`src/rtl/adc_fifo_pkg.sv`:
```
// Package: shared constants of the sample FIFO bank (register offsets,
// field positions of the status word, write masks).
package adc_fifo_pkg;
    localparam logic [7:0]  A_ENABLE   = 8'h00;
    localparam logic [7:0]  A_RAW      = 8'h04;
    localparam logic [7:0]  A_MASK     = 8'h08;
    localparam logic [7:0]  A_ISC      = 8'h0C;
    localparam logic [7:0]  A_OVF      = 8'h10;
    localparam logic [7:0]  A_TSEL     = 8'h14;
    localparam logic [7:0]  A_UNF      = 8'h18;
    localparam logic [7:0]  A_SEQ_BASE = 8'h40;
    localparam int          SEQ_STRIDE = 32;
    localparam logic [4:0]  O_MUX      = 5'h00;
    localparam logic [4:0]  O_CTL      = 5'h04;
    localparam logic [4:0]  O_FIFO     = 5'h08;
    localparam logic [4:0]  O_STAT     = 5'h0C;
    localparam logic [31:0] MUX_KEEP   = 32'h3333_3333;
    localparam int          ST_HEAD_LSB = 4;
    localparam int          ST_EMPTY    = 8;
    localparam int          ST_FULL     = 12;
endpackage

```
`src/rtl/adc_sample_fifo.sv`:
```
// Module: one sample FIFO with raw pointers and registered empty/full flags.
// Assumes DEPTH is a power of two so the pointers wrap naturally.
// A pop of an empty FIFO moves nothing; a push into a full FIFO is dropped
// unless a pop happens in the same cycle. dout always shows the entry at tail.
module adc_sample_fifo #(
    parameter int DEPTH = 16,
    parameter int WIDTH = 10,
    localparam int PTR_W = $clog2(DEPTH)
) (
    input  logic             clk,
    input  logic             rst_n,
    input  logic             push,
    input  logic             pop,
    input  logic [WIDTH-1:0] din,
    output logic [WIDTH-1:0] dout,
    output logic [PTR_W-1:0] head,
    output logic [PTR_W-1:0] tail,
    output logic             empty,
    output logic             full,
    output logic             ovf_evt,
    output logic             unf_evt
);
    logic [WIDTH-1:0] mem [DEPTH];
    logic             do_push, do_pop;
    logic [PTR_W-1:0] head_nx, tail_nx;

    // Which operations actually take effect this cycle.
    assign do_pop  = pop && !empty;
    assign do_push = push && (!full || pop);
    assign head_nx = head + PTR_W'(1);
    assign tail_nx = tail + PTR_W'(1);
    assign dout    = mem[tail];
    assign ovf_evt = push && full && !pop;
    assign unf_evt = pop && empty;

    // Storage, pointers and flags.
    always_ff @(posedge clk) begin
        if (!rst_n) begin
            for (int i = 0; i < DEPTH; i++) mem[i] <= '0;
            head  <= '0;
            tail  <= '0;
            empty <= 1'b1;
            full  <= 1'b0;
        end else begin
            if (do_push) begin
                mem[head] <= din;
                head      <= head_nx;
            end
            if (do_pop) tail <= tail_nx;
            if (do_push && !do_pop) begin
                empty <= 1'b0;
                full  <= (head_nx == tail);
            end else if (do_pop && !do_push) begin
                full  <= 1'b0;
                empty <= (tail_nx == head);
            end
        end
    end

    p_flags_exclusive_r4: assert property (@(posedge clk) disable iff (!rst_n)
        !(empty && full));
    p_full_ptrs_r4: assert property (@(posedge clk) disable iff (!rst_n)
        (full || empty) |-> (head == tail));
    p_no_overflow_r5: assert property (@(posedge clk) disable iff (!rst_n)
        (push && full && !pop) |=> ($stable(head) && full));
    p_underflow_hold_r6: assert property (@(posedge clk) disable iff (!rst_n)
        (pop && empty && !push) |=> ($stable(tail) && empty));
    p_simul_full_r10: assert property (@(posedge clk) disable iff (!rst_n)
        (push && pop && full) |=> full);
endmodule

```
`src/rtl/adc_sticky_w1c.sv`:
```
// Module: a vector of sticky status bits, cleared by writing ones.
// Assumes set and clr are single-cycle qualified; a set beats a clear.
module adc_sticky_w1c #(
    parameter int W = 4
) (
    input  logic         clk,
    input  logic         rst_n,
    input  logic [W-1:0] set,
    input  logic [W-1:0] clr,
    output logic [W-1:0] q
);
    // Hold, clear on write-one, set on event.
    always_ff @(posedge clk) begin
        if (!rst_n) q <= '0;
        else        q <= (q & ~clr) | set;
    end

    p_sticky_hold_r7: assert property (@(posedge clk) disable iff (!rst_n)
        (set == '0 && clr == '0) |=> $stable(q));
    p_set_wins_r7: assert property (@(posedge clk) disable iff (!rst_n)
        (set != '0) |=> ((q & $past(set)) == $past(set)));
endmodule

```
`src/rtl/adc_seq_fifo_bank.sv`:
```
// Module: register front end of the sample FIFO bank. Decodes the strobe bus,
// routes triggers to FIFO 0, keeps the sticky interrupt/overflow/underflow bits
// and drives the interrupt line. Assumes NUM_SEQ*SEQ_STRIDE fits in 8 address
// bits above the sequencer base and FIFO_DEPTH <= 16 (status field widths).
module adc_seq_fifo_bank
    import adc_fifo_pkg::*;
#(
    parameter int NUM_SEQ    = 4,
    parameter int FIFO_DEPTH = 16,
    parameter int SAMPLE_W   = 10,
    parameter int CTL_W      = 4,
    localparam int PTR_W     = $clog2(FIFO_DEPTH),
    localparam int IDX_W     = $clog2(NUM_SEQ)
) (
    input  logic                clk,
    input  logic                rst_n,
    input  logic                bus_wr,
    input  logic                bus_rd,
    input  logic [7:0]          bus_addr,
    input  logic [31:0]         bus_wdata,
    output logic [31:0]         bus_rdata,
    input  logic                trig,
    input  logic [SAMPLE_W-1:0] sample,
    output logic                irq
);
    logic [7:0]         seq_rel;
    logic               in_seq;
    logic [IDX_W-1:0]   seq_idx;
    logic [4:0]         reg_off;
    logic [NUM_SEQ-1:0] en_q, im_q, ris_q, ovf_q, unf_q;
    logic [NUM_SEQ-1:0] push_v, pop_v, ovf_v, unf_v;
    logic [NUM_SEQ-1:0] ris_clr, ovf_clr, unf_clr;
    logic [31:0]        tsel_q;
    logic [31:0]        mux_q [NUM_SEQ];
    logic [CTL_W-1:0]   ctl_q [NUM_SEQ];
    logic [SAMPLE_W-1:0] f_dout [NUM_SEQ];
    logic [PTR_W-1:0]   f_head [NUM_SEQ];
    logic [PTR_W-1:0]   f_tail [NUM_SEQ];
    logic [NUM_SEQ-1:0] f_empty, f_full;

    // Address decode into the per-sequencer window.
    assign seq_rel = bus_addr - A_SEQ_BASE;
    assign in_seq  = seq_rel < 8'(NUM_SEQ * SEQ_STRIDE);
    assign seq_idx = seq_rel[5 +: IDX_W];
    assign reg_off = seq_rel[4:0];

    // One FIFO per sequencer; only sequencer 0 is fed by the trigger.
    for (genvar g = 0; g < NUM_SEQ; g++) begin : g_seq
        assign pop_v[g] = bus_rd && in_seq && (seq_idx == IDX_W'(g)) && (reg_off == O_FIFO);
        if (g == 0) begin : g_fed
            assign push_v[g] = trig && en_q[0];
        end else begin : g_idle
            assign push_v[g] = 1'b0;
        end
        adc_sample_fifo #(.DEPTH(FIFO_DEPTH), .WIDTH(SAMPLE_W)) u_fifo (
            .clk(clk), .rst_n(rst_n), .push(push_v[g]), .pop(pop_v[g]),
            .din(sample), .dout(f_dout[g]), .head(f_head[g]), .tail(f_tail[g]),
            .empty(f_empty[g]), .full(f_full[g]),
            .ovf_evt(ovf_v[g]), .unf_evt(unf_v[g]));

        // Per-sequencer configuration registers.
        always_ff @(posedge clk) begin
            if (!rst_n) begin
                mux_q[g] <= '0;
                ctl_q[g] <= '0;
            end else if (bus_wr && in_seq && seq_idx == IDX_W'(g)) begin
                if (reg_off == O_MUX) mux_q[g] <= bus_wdata & MUX_KEEP;
                if (reg_off == O_CTL) ctl_q[g] <= bus_wdata[CTL_W-1:0];
            end
        end
    end

    // Plain global registers.
    always_ff @(posedge clk) begin
        if (!rst_n) begin
            en_q   <= '0;
            im_q   <= '0;
            tsel_q <= '0;
        end else if (bus_wr) begin
            if (bus_addr == A_ENABLE) en_q   <= bus_wdata[NUM_SEQ-1:0];
            if (bus_addr == A_MASK)   im_q   <= bus_wdata[NUM_SEQ-1:0];
            if (bus_addr == A_TSEL)   tsel_q <= bus_wdata;
        end
    end

    // Write-one-to-clear requests.
    assign ris_clr = (bus_wr && bus_addr == A_ISC) ? bus_wdata[NUM_SEQ-1:0] : '0;
    assign ovf_clr = (bus_wr && bus_addr == A_OVF) ? bus_wdata[NUM_SEQ-1:0] : '0;
    assign unf_clr = (bus_wr && bus_addr == A_UNF) ? bus_wdata[NUM_SEQ-1:0] : '0;

    adc_sticky_w1c #(.W(NUM_SEQ)) u_ris (.clk(clk), .rst_n(rst_n), .set(push_v), .clr(ris_clr), .q(ris_q));
    adc_sticky_w1c #(.W(NUM_SEQ)) u_ovf (.clk(clk), .rst_n(rst_n), .set(ovf_v),  .clr(ovf_clr), .q(ovf_q));
    adc_sticky_w1c #(.W(NUM_SEQ)) u_unf (.clk(clk), .rst_n(rst_n), .set(unf_v),  .clr(unf_clr), .q(unf_q));

    assign irq = |(ris_q & im_q);

    // Read data multiplexer.
    always_comb begin
        bus_rdata = '0;
        if (in_seq) begin
            unique case (reg_off)
                O_MUX:  bus_rdata = mux_q[seq_idx];
                O_CTL:  bus_rdata = 32'(ctl_q[seq_idx]);
                O_FIFO: bus_rdata = 32'(f_dout[seq_idx]);
                O_STAT: begin
                    bus_rdata[PTR_W-1:0]               = f_tail[seq_idx];
                    bus_rdata[ST_HEAD_LSB +: PTR_W]    = f_head[seq_idx];
                    bus_rdata[ST_EMPTY]                = f_empty[seq_idx];
                    bus_rdata[ST_FULL]                 = f_full[seq_idx];
                end
                default: bus_rdata = '0;
            endcase
        end else begin
            unique case (bus_addr)
                A_ENABLE: bus_rdata = 32'(en_q);
                A_RAW:    bus_rdata = 32'(ris_q);
                A_MASK:   bus_rdata = 32'(im_q);
                A_ISC:    bus_rdata = 32'(ris_q & im_q);
                A_OVF:    bus_rdata = 32'(ovf_q);
                A_TSEL:   bus_rdata = tsel_q;
                A_UNF:    bus_rdata = 32'(unf_q);
                default:  bus_rdata = '0;
            endcase
        end
    end

    p_trig_ignored_r2: assert property (@(posedge clk) disable iff (!rst_n)
        (trig && !en_q[0] && !bus_rd) |=> ($stable(f_head[0]) && $stable(f_empty[0])));
    p_trig_sets_ris_r3: assert property (@(posedge clk) disable iff (!rst_n)
        (trig && en_q[0]) |=> ris_q[0]);
    p_irq_needs_mask_r8: assert property (@(posedge clk) disable iff (!rst_n)
        (im_q == '0) |-> !irq);
endmodule

```
`config.mk`:
```
export PLATFORM = sky130hd
export DESIGN_NAME = adc_seq_fifo_bank
export DESIGN_NICKNAME = d
export VERILOG_FILES = /design/src/rtl/adc_fifo_pkg.sv /design/src/rtl/adc_sample_fifo.sv /design/src/rtl/adc_sticky_w1c.sv /design/src/rtl/adc_seq_fifo_bank.sv
export SDC_FILE = /design/constraint.sdc
export NUM_CORES = 1
export LEC_CHECK = 0
export BUFFER_PORTS_ARGS = -buffer_cell sky130_fd_sc_hd__buf_2
export CORE_MARGIN = 4
export CORE_UTILIZATION = 60
export CTS_CLUSTER_DIAMETER = 60
export DETAILED_ROUTE_END_ITERATION = 8
export GPL_TIMING_DRIVEN = 0
export PLACE_DENSITY = 0.8
export SETUP_SLACK_MARGIN = 0.02
export SLEW_MARGIN = 20
export SYNTH_ARGS = -nofsm -noshare
export SYNTH_HDL_FRONTEND = slang
export SYNTH_SLANG_ARGS = --single-unit
```
`constraint.sdc`:
```
create_clock -name clk -period 4.4 [get_ports clk]
set_input_delay 1.1 -clock clk [delete_from_list [all_inputs] [get_ports clk]]
set_output_delay 1.1 -clock clk [all_outputs]
set_load 0.02 [all_outputs]
```
* Word level (Yosys, flattened, before mapping)
Memory sizes are Yosys's and may differ from the RTL's. A register that Yosys moved wholly into a read port is not among the register bits.
Index checks and enable logic that the tools add are counted.
** Operators by class
- Bitwise gates (word level) :: 20
- Multiplexer cells :: 69
- Equal/unequal tests :: 14
- $add $sub $neg :: 6
- Reduce and logical (&&, ||, !) cells :: 52
- Order comparisons :: 3
** Operator list (count)
- one-hot mux 32 bit (7 select lines) :: 1
- two-way mux 16 bit :: 4
- two-way mux 4 bit :: 14
- two-way mux 1 bit :: 37
- one-hot mux 9 bit (4 select lines) :: 1
- two-way mux 32 bit :: 1
- logical AND 1 bit :: 31
- two-way mux 10 bit :: 3
- equality test 8 x 5 -> 1 bit, second input constant :: 3
- adder 4 x 1 -> 4 bit, second input constant :: 5
- bitwise AND 4 bit :: 5
- binary-select mux 10 bit (select 2 bit) :: 1
- two-way mux 19 bit :: 1
- binary-select mux 4 bit (select 2 bit) :: 2
- equality test 8 x 4 -> 1 bit, second input constant :: 2
- logical NOT 4 bit :: 3
- inverter 4 bit :: 3
- equality test 5 x 4 -> 1 bit, second input constant :: 2
- OR reduction 10 bit :: 1
- equality test 4 bit :: 2
- equality test 8 x 3 -> 1 bit, second input constant :: 1
- logical NOT 1 bit :: 8
- logical NOT 8 bit :: 1
- less-than comparator 8 bit, second input constant :: 1
- 19 further kinds :: 31
** Storage, ports and cells
- Memories kept :: 3
- Memory bits (writable) :: 240
- Output and inout bits :: 33
- Logic and storage cells :: 183
- Register bits :: 77
- Input port bits :: 55
** Memories
- g_seq[0].u_fifo.mem :: depth 16, bits a word 10, read ports 1, clocked after memory_dff 1, write ports 16, RTL line adc_sample_fifo.sv:23 : logic [WIDTH-1:0] mem [DEPTH];
- mux_q :: depth 4, bits a word 16, read ports 1, clocked after memory_dff 0, write ports 4, RTL line adc_seq_fifo_bank.sv:34 : logic [31:0] mux_q [NUM_SEQ];
- ctl_q :: depth 4, bits a word 4, read ports 1, clocked after memory_dff 0, write ports 4, RTL line adc_seq_fifo_bank.sv:35 : logic [CTL_W-1:0] ctl_q [NUM_SEQ];

* Depth between registers and ports, before layout
Gate-level depths: netlist (run 1).
- Depth after elaboration :: 12
- Gate-level depth with buffers :: 13
- Gate-level depth less buffers :: 10

* Hierarchy
A second synthesis (run 1) with hierarchy kept.
** Unflattened totals
- Cell total of the unflattened synthesis :: 2909
- Area, all modules :: 38056.5 um^2
** Modules (own cells, without submodules)
- adc_sample_fifo :: sequential area each 5084.9 um^2, instances 4, area an instance 7726.2 um^2, cells an instance 573
- adc_seq_fifo_bank :: sequential area each 3203.1 um^2, instances 1, area an instance 6656.4 um^2, cells an instance 581
- adc_sticky_w1c :: sequential area each 80.1 um^2, instances 3, area an instance 165.2 um^2, cells an instance 12

* Least setup slack after synthesis (run 1)
No wires, ideal clock.
- Path kind :: input to output
- Start point :: input port bus_addr[6]
- End point :: output port bus_rdata[16]
- Data arrival time :: 2850 ps
- Stages on the path :: 8
- Setup slack :: 450 ps
- Path through :: buf_2 -> inv_1 -> ha_1 -> buf_2 -> nor4b_4 -> buf_2 -> clkbuf_1 -> a32o_1
** On the way
- Longest elaborated chain between the ends :: 4
- Elaborated cells on any way between the ends :: 13
- Those cells by class :: add/sub: 1; order compare: 1; eq/ne: 6; mux: 3; reduce/logical: 1; memory: 1
** Ends and longest elaborated chain
- start, declared :: RTL line adc_seq_fifo_bank.sv:19 : input logic [7:0] bus_addr,
- parallel branches: the longest is 3 deep, another holds subtractor 8 x 7 -> 8 bit
- two-way mux 32 bit (*) :: RTL line adc_seq_fifo_bank.sv:100 : if (in_seq) begin
- end, declared :: RTL line adc_seq_fifo_bank.sv:21 : output logic [31:0] bus_rdata,
Mark *: on every way between the ends.

* Final worst setup path (run 1)
- Start point :: input port bus_addr[6]
- End point :: output port bus_rdata[8]
** On the way
- Longest elaborated chain between the ends :: 7
- Elaborated cells on any way between the ends :: 19
- Those cells by class :: add/sub: 1; order compare: 1; eq/ne: 6; mux: 8; bitwise: 1; reduce/logical: 1; memory: 1
** Ends and longest elaborated chain
- subtractor 8 x 7 -> 8 bit :: RTL line adc_seq_fifo_bank.sv:42 : assign seq_rel = bus_addr - A_SEQ_BASE;
- inverter 2 -> 3 bit (implied by the code) :: RTL line adc_seq_fifo_bank.sv:104 : O_FIFO: bus_rdata = 32'(f_dout[seq_idx]);
- binary-select mux 10 bit (select 2 bit) :: RTL line adc_seq_fifo_bank.sv:104
- two-way mux 10 bit (implied by the code) (2 in a row) :: RTL line adc_seq_fifo_bank.sv:104
- one-hot mux 9 bit (4 select lines) :: RTL line adc_seq_fifo_bank.sv:101 : unique case (reg_off)
- two-way mux 32 bit (*) :: RTL line adc_seq_fifo_bank.sv:100
Every way passes the cells marked *; elsewhere a longest branch is shown, timed or not. The select of a mux whose other input is x is not followed.

==> out/results.ini, run 1 <==
[run_status]
status=complete, no violations

[clock_tree]
cts-root-buf=clkbuf_16
clk_pin_slew_worst_paths_ns=0.06
numCtsBuffers=35
cts_num_sinks=321
cts_buffer_depth=3
tritoncts=built
htree_levels=2
insertion_delay_ns=0.52

[synthesis]
synthCells=1230
netlist-cell-type-count=56
synth.top_cell.area_share_pct=48.6
ys_seq_area_share_pct=59.5
synth_area_leaders=edfxtp_1, dfxtp_1, mux4_2, nor2_1, nand2_1
synth_area_leader_cell=edfxtp_1
async_flop_share_pct=0
yosysWarnings=0
synth-edff-count=240
synth_ff_type=edfxtp_1
syn-cell-area_um2=14800
syn_nets=1295
synth.avg_cell_area_um2=12.1
ys_seq_elements=321

[place]
dpl_worst_slack_ns=-0.458
dpl-instance-area_um2=15800
dp_hpwl_mm=29.2
gp_congestion=0.917
numPortBuffers=82

[drt]
ant_nets=0
detailroute.via_count=10800
drc_errors=0
routed_wl_mm=41.1
drt-vias-per-instance=6.29
drtIter0Drc=1477
first_pass_iters=6
wl_per_cell_um=24.0

[timing]
hold_viol_final=0
min_period_over_period_pct=98.4
timing.setup.tns_ns=0
fmax_ghz=0.231
clock_skew_ns=0.0154
relSlewSlack_pct=35.7
fin_ws_ns=0.0709
min_period_ns=4.33
rsz0062_at_grt=no
setup_viol=0
worst_slew_pin_slew_ns=0.965
final-max-slew-violation-count=0

[pwr]
cellPowerDensity_nw_per_um2=384
finalPower_mw=6.51
p_leak_nw=5.79
vdd_drop_max_v=0.000356

[global_routing]
grt_pass1_wl_mm=62.8
grt_util_all_layers_pct=30.7
antenna_found_initial=1
grt.overflow.total=0
grt_max_degree=14
grt_pass1_vias=10800

[finish]
final_area_um2=17000
final_cell_mix=edfxtp_1, nor2_1, nand2_1, buf_2
final_core_util_pct=69.8
fin_nets=1430
area_growth_pct=14.4
drive_gt1_share_pct=19.3
layout.cells.most_common=edfxtp_1

[critical_path]
reg2reg_slack_ns=1.92
critical_path_buf_inv_count=5
cp-end-kind=output pin
path_cells=buf_2 -> inv_1 -> ha_1 -> clkbuf_4 -> nor4b_4 -> buf_4 -> nand3_1 -> o21ai_0 -> buf_2
r2r.worst_path.cells=5
critPathArrivalTime_ns=3.23
crit_start=bus_addr[6]
cp_top_family=buffers and inverters
r2r_end=g_seq[0].u_fifo.mem[7][7]
critPathMaxStageDelay_ns=0.38
crit_cells=9
critical_path_class=in -> out
crit_path_top_delay_cell=o21ai_0
start_kind=input port
r2r_start=en_q[0]
crit_required_ns=3.30
crit_top_cell=buf_2
cp_max_fo=10
crit_end=bus_rdata[8]

[hold_path]
min_from=u_ris.q[1]
hold_class=reg -> reg

[floorplan]
die_h_um=165
die_x_um=165
row_count=57
io_pins=88
core-area_um2=24300
start_util_pct=61.0
die_area_um2=27300

[run]
max_cap_violations=0

==> cell type report <==
| class | count | area [um2] |
|---|---|---|
| Timing Repair Buffer | 100 | 572 |
| Sequential cell | 321 | 8830 |
| Buffer | 81 | 370 |
| Antenna cell | 1 | 2.50 |
| Clock buffer | 48 | 945 |
| Fill cell | 1677 | 7350 |
| Multi-Input combinational cell | 806 | 5630 |
| Inverter | 20 | 75.1 |
| Clock inverter | 15 | 138 |
| Tap cell | 324 | 405 |
==> cell usage after synthesis, types with 19 or more instances <==
cell / instances
nand3_1: 24
mux2i_1: 21
mux4_2: 66
a21oi_1: 20
nor2b_1: 19
buf_2: 21
nand2_1: 152
nor2_1: 181
o21ai_0: 39
edfxtp_1: 240
and2_1: 81
a21boi_0: 41
clkbuf_1: 60
nor3_1: 35
dfxtp_1: 81
==> routing by layer <==
metal | part of all wire, % | vias to the layer above | GRT usage [%]
met2 | 48 | 730 | 50.3
met5 | 0 | - | 0
met3 | 10 | 149 | 5.19
met1 | 36 | 5196 | 40.4
met4 | 5.1 | 0 | 14.0
li1 | - | 4727 | -
==> worst min-delay path, cell delays in order, from the launching register on <==
cell and delay [ns]:
dfxtp_1 0.31, nand2_1 0.05, a21oi_1 0.03
==> power breakdown <==
group          internal, mW  switching (mW)
sequential             3.34          0.0306
clock                  1.63            1.18
combinational         0.117           0.205
total                  5.09            1.42
==> cells by family (layout without fill, tap and decap cells) <==
family	count (synthesis)	count (layout)	synth area share, %
xor gates and xnor gates	23	23	1.36
muxes	94	94	12.0
adders and majority gates	10	10	0.843
buffers and inverters	103	264	2.83
other	0	1	0
DFF	321	321	59.5
AOI/OAI and AO/OA	146	146	6.65
and+or+nand+nor	533	533	16.8
==> through the flow <==
stage,cells,hold WS (ns)
5_1_grt,1715,0.454
6_report,1716,0.433
2_1_floorplan,1230,0.411
3_5_place_dp,1651,0.423
3_3_place_gp,1636,0.419
4_1_cts,1717,0.434
==> registers in the layout, summed over array words and instances, names as in the netlist, named ones only <==
name / cells
g_seq.u_fifo.tail: 16
u_ovf.q: 4
tsel_q: 32
ctl_q: 16
mux_q: 64
g_seq.u_fifo.mem: 160
en_q: 4
im_q: 4
g_seq.u_fifo.full: 1
g_seq.u_fifo.head: 4
u_unf.q: 4
u_ris.q: 4
g_seq.u_fifo.empty: 4
==> how the worst min path moves through the flow <==
stage          depth (start not counted)         end  slack (ns)
2_1_floorplan                          2  u_ovf.q[1]        0.41
3_3_place_gp                           2  u_ris.q[1]        0.42
3_5_place_dp                           2  u_ris.q[1]        0.42
4_1_cts                                2  u_ovf.q[2]        0.43
5_1_grt                                2  u_ris.q[1]        0.45
6_report                               2  u_ris.q[1]        0.43
==> repair_timing <==
action / 4_1_cts / 5_1_grt
cloned: 0 / 0
hold buffers: 0 / 0
setup endpoints to repair: 30 / 10
setup buffers: 3 / 0
pin swaps: 1 / 0
resized for setup: 10 / 10
(Power assumes the default switching activity.)
==> inputs of run 2 (changes only) <==
Settings changed: CTS_BUF_LIST from default to sky130_fd_sc_hd__clkbuf_4.
==> run 2 against run 1 <==
Clock skew is 0.046 ns higher. Total power is 2.6% lower. Hold slack better by 0.0040 ns. Clock-buffer cell count is 76 higher. Sequential power hardly changed. Clock power is 6% lower. Utilization is 0.16 points higher.
==> out/results.ini, run 2 (synthesis gave the netlist of run 1 again) <==
[run_status]
status=complete, no violations

[finish]
drive_gt1_share_pct=24.2  ; +4.9 points
final_cells=1797  ; +4.7%
reg.largest.list=g_seq.u_fifo.mem: 160 flops, mux_q: 64 flops, tsel_q: 32 flops
final_cell_mix=edfxtp_1, nor2_1, nand2_1, clkbuf_4, buf_2
area_growth_pct=14.6
final_core_util_pct=69.9  ; +0.16 points
fin_nets=1480  ; +3.5%
largest_register_ffs=160  ; unchanged
multi_input_area_um2=5640  ; +0.22%
regMostFlops=g_seq.u_fifo.mem
seq_area_um2=8830  ; unchanged
fillers=1725  ; +2.9%
layout.cells.most_common=edfxtp_1

[floorplan]
io_pins=88  ; unchanged
die_h_um=165  ; unchanged
die_x_um=165  ; unchanged
core-area_um2=24300  ; unchanged
start_util_pct=61.0  ; unchanged
row_count=57  ; unchanged
die_area_um2=27300  ; unchanged

[critical_path]
crit_top_cell=buf_2
crit_path_top_delay_cell=o21ai_0
crit_required_ns=3.30  ; about the same
cp_max_fo=10  ; unchanged
critical_path_class=in -> out
path_cells=buf_2 -> inv_1 -> ha_1 -> clkbuf_4 -> nor4b_4 -> buf_4 -> nand3_1 -> o21ai_0 -> buf_2
start_kind=input port
critPathArrivalTime_ns=3.22  ; about the same
critPathMaxStageDelay_ns=0.38  ; about the same
cp-end-kind=output pin

[place]
numPortBuffers=82  ; unchanged
dpl_worst_slack_ns=-0.458  ; unchanged
dp_hpwl_mm=29.2  ; unchanged
place_inst=1651  ; unchanged
gp_congestion=0.917  ; unchanged

[clock_tree]
clk_pin_slew_worst_paths_ns=0.06  ; about the same
cts_num_sinks=321  ; unchanged
cts-root-buf=clkbuf_4
htree_levels=3  ; +1
numCtsBuffers=84  ; +140%
cts_buffer_depth=3  ; unchanged
insertion_delay_ns=0.73  ; +0.21 ns
tritoncts=built

[pwr]
vdd_drop_max_v=0.000307  ; -14%
cellPowerDensity_nw_per_um2=373  ; -2.8%
p_leak_nw=5.91  ; +2.1%

[run]
max_cap_violations=0  ; unchanged

[timing]
min_period_over_period_pct=98.2  ; -0.20 points
timing.setup.tns_ns=0  ; unchanged
rsz0062_at_grt=no
clock_skew_ns=0.0612  ; +0.0459 ns
holdWs_ns=0.437  ; +0.00397 ns
hold_viol_final=0  ; unchanged
fin_ws_ns=0.0798  ; +0.00887 ns
setup_viol=0  ; unchanged
fmax_ghz=0.231  ; +0.21%
final-max-slew-violation-count=0  ; unchanged
worst_slew_pin_slew_ns=0.908  ; -0.0568 ns
relSlewSlack_pct=39.0  ; +3.3 points
min_period_ns=4.32  ; -0.00887 ns

[drt]
detailroute.via_count=11100  ; +3.2%
routed_wl_mm=41.4  ; +0.73%
drt-vias-per-instance=6.20  ; -1.5%
drc_errors=0  ; unchanged
wl_per_cell_um=23.0  ; -3.8%
drtIter0Drc=1399  ; -5.3%
first_pass_iters=6  ; unchanged
ant_nets=0  ; unchanged

[hold_path]
hold_class=reg -> reg

[global_routing]
grt.overflow.total=0  ; unchanged
grt_max_degree=15  ; +1
grt_pass1_vias=11400  ; +4.9%
grt_pass1_wl_mm=62.9  ; +0.25%
grt_util_all_layers_pct=30.8  ; +0.13 points
antenna_found_initial=1  ; unchanged

[run 2: path summary, 6_finish.rpt]
path	startpoint	to	slack [ns]	depth (start not counted)
min reg2reg	u_ris.q[1]	u_ris.q[1]	0.44	2
max reg2reg	en_q[0]	g_seq[0].u_fifo.mem[4][7]	1.93	5
max	bus_addr[6]	bus_rdata[9]	0.08	9
min	u_ris.q[1]	u_ris.q[1]	0.44	2
[run 2: metrics by stage]
stage                     area [um2]  power [mW]
after floorplan                14800        3.60
after global placement         15700        3.72
after detailed placement       15800        3.75
final                          17000        6.34
after global routing           17000        6.56
after CTS                      17000        6.36
[run 2: cell type report]
cell class	count	share of cell area, %
antenna	1	0.0147
buffer	81	2.23
clock buffer	124	5.47
clock inverter	19	0.883
inverter	20	0.441
multi-input combinational	806	33.2
sequential	321	51.9
tap	324	2.38
timing repair buffer	101	3.48
[run 2: per-layer routing]
layer  share of wire [%]  up-vias  GRT usage (%)  routed length (um)
li1                    -     4881              -                   -
met1                  36     5338           39.1               14800
met2                  49      754           50.4               20200
met3                  10      171           6.18                4280
met4                 5.2        0           16.1                2160
met5                   0        -              0                   0
[run 2: repair_timing]
item                                    4_1_cts  5_1_grt
hold endpoints to repair                      0        0
cloned                                        0        0
hold buffers                                  0        0
pin swaps                                     1        1
buffers inserted                              1        3
endpoints found under the setup margin       30       22
resized for setup                            17        9
[run 2: power breakdown]
part	total [mW]	switching (mW)	internal, mW
registers	3.37	0.0302	3.34
logic	0.322	0.205	0.117
clock network	2.65	1.23	1.41
[run 2: critical path: cells and delay by family]
| kind | cells | cell delay, ns |
|---|---|---|
| AO/OA/AOI/OAI | 1 | 0.38 |
| adder cells (fa/ha/maj) | 1 | 0.29 |
| AND/OR/NAND/NOR | 2 | 0.49 |
| buffers and inverters | 5 | 0.95 |
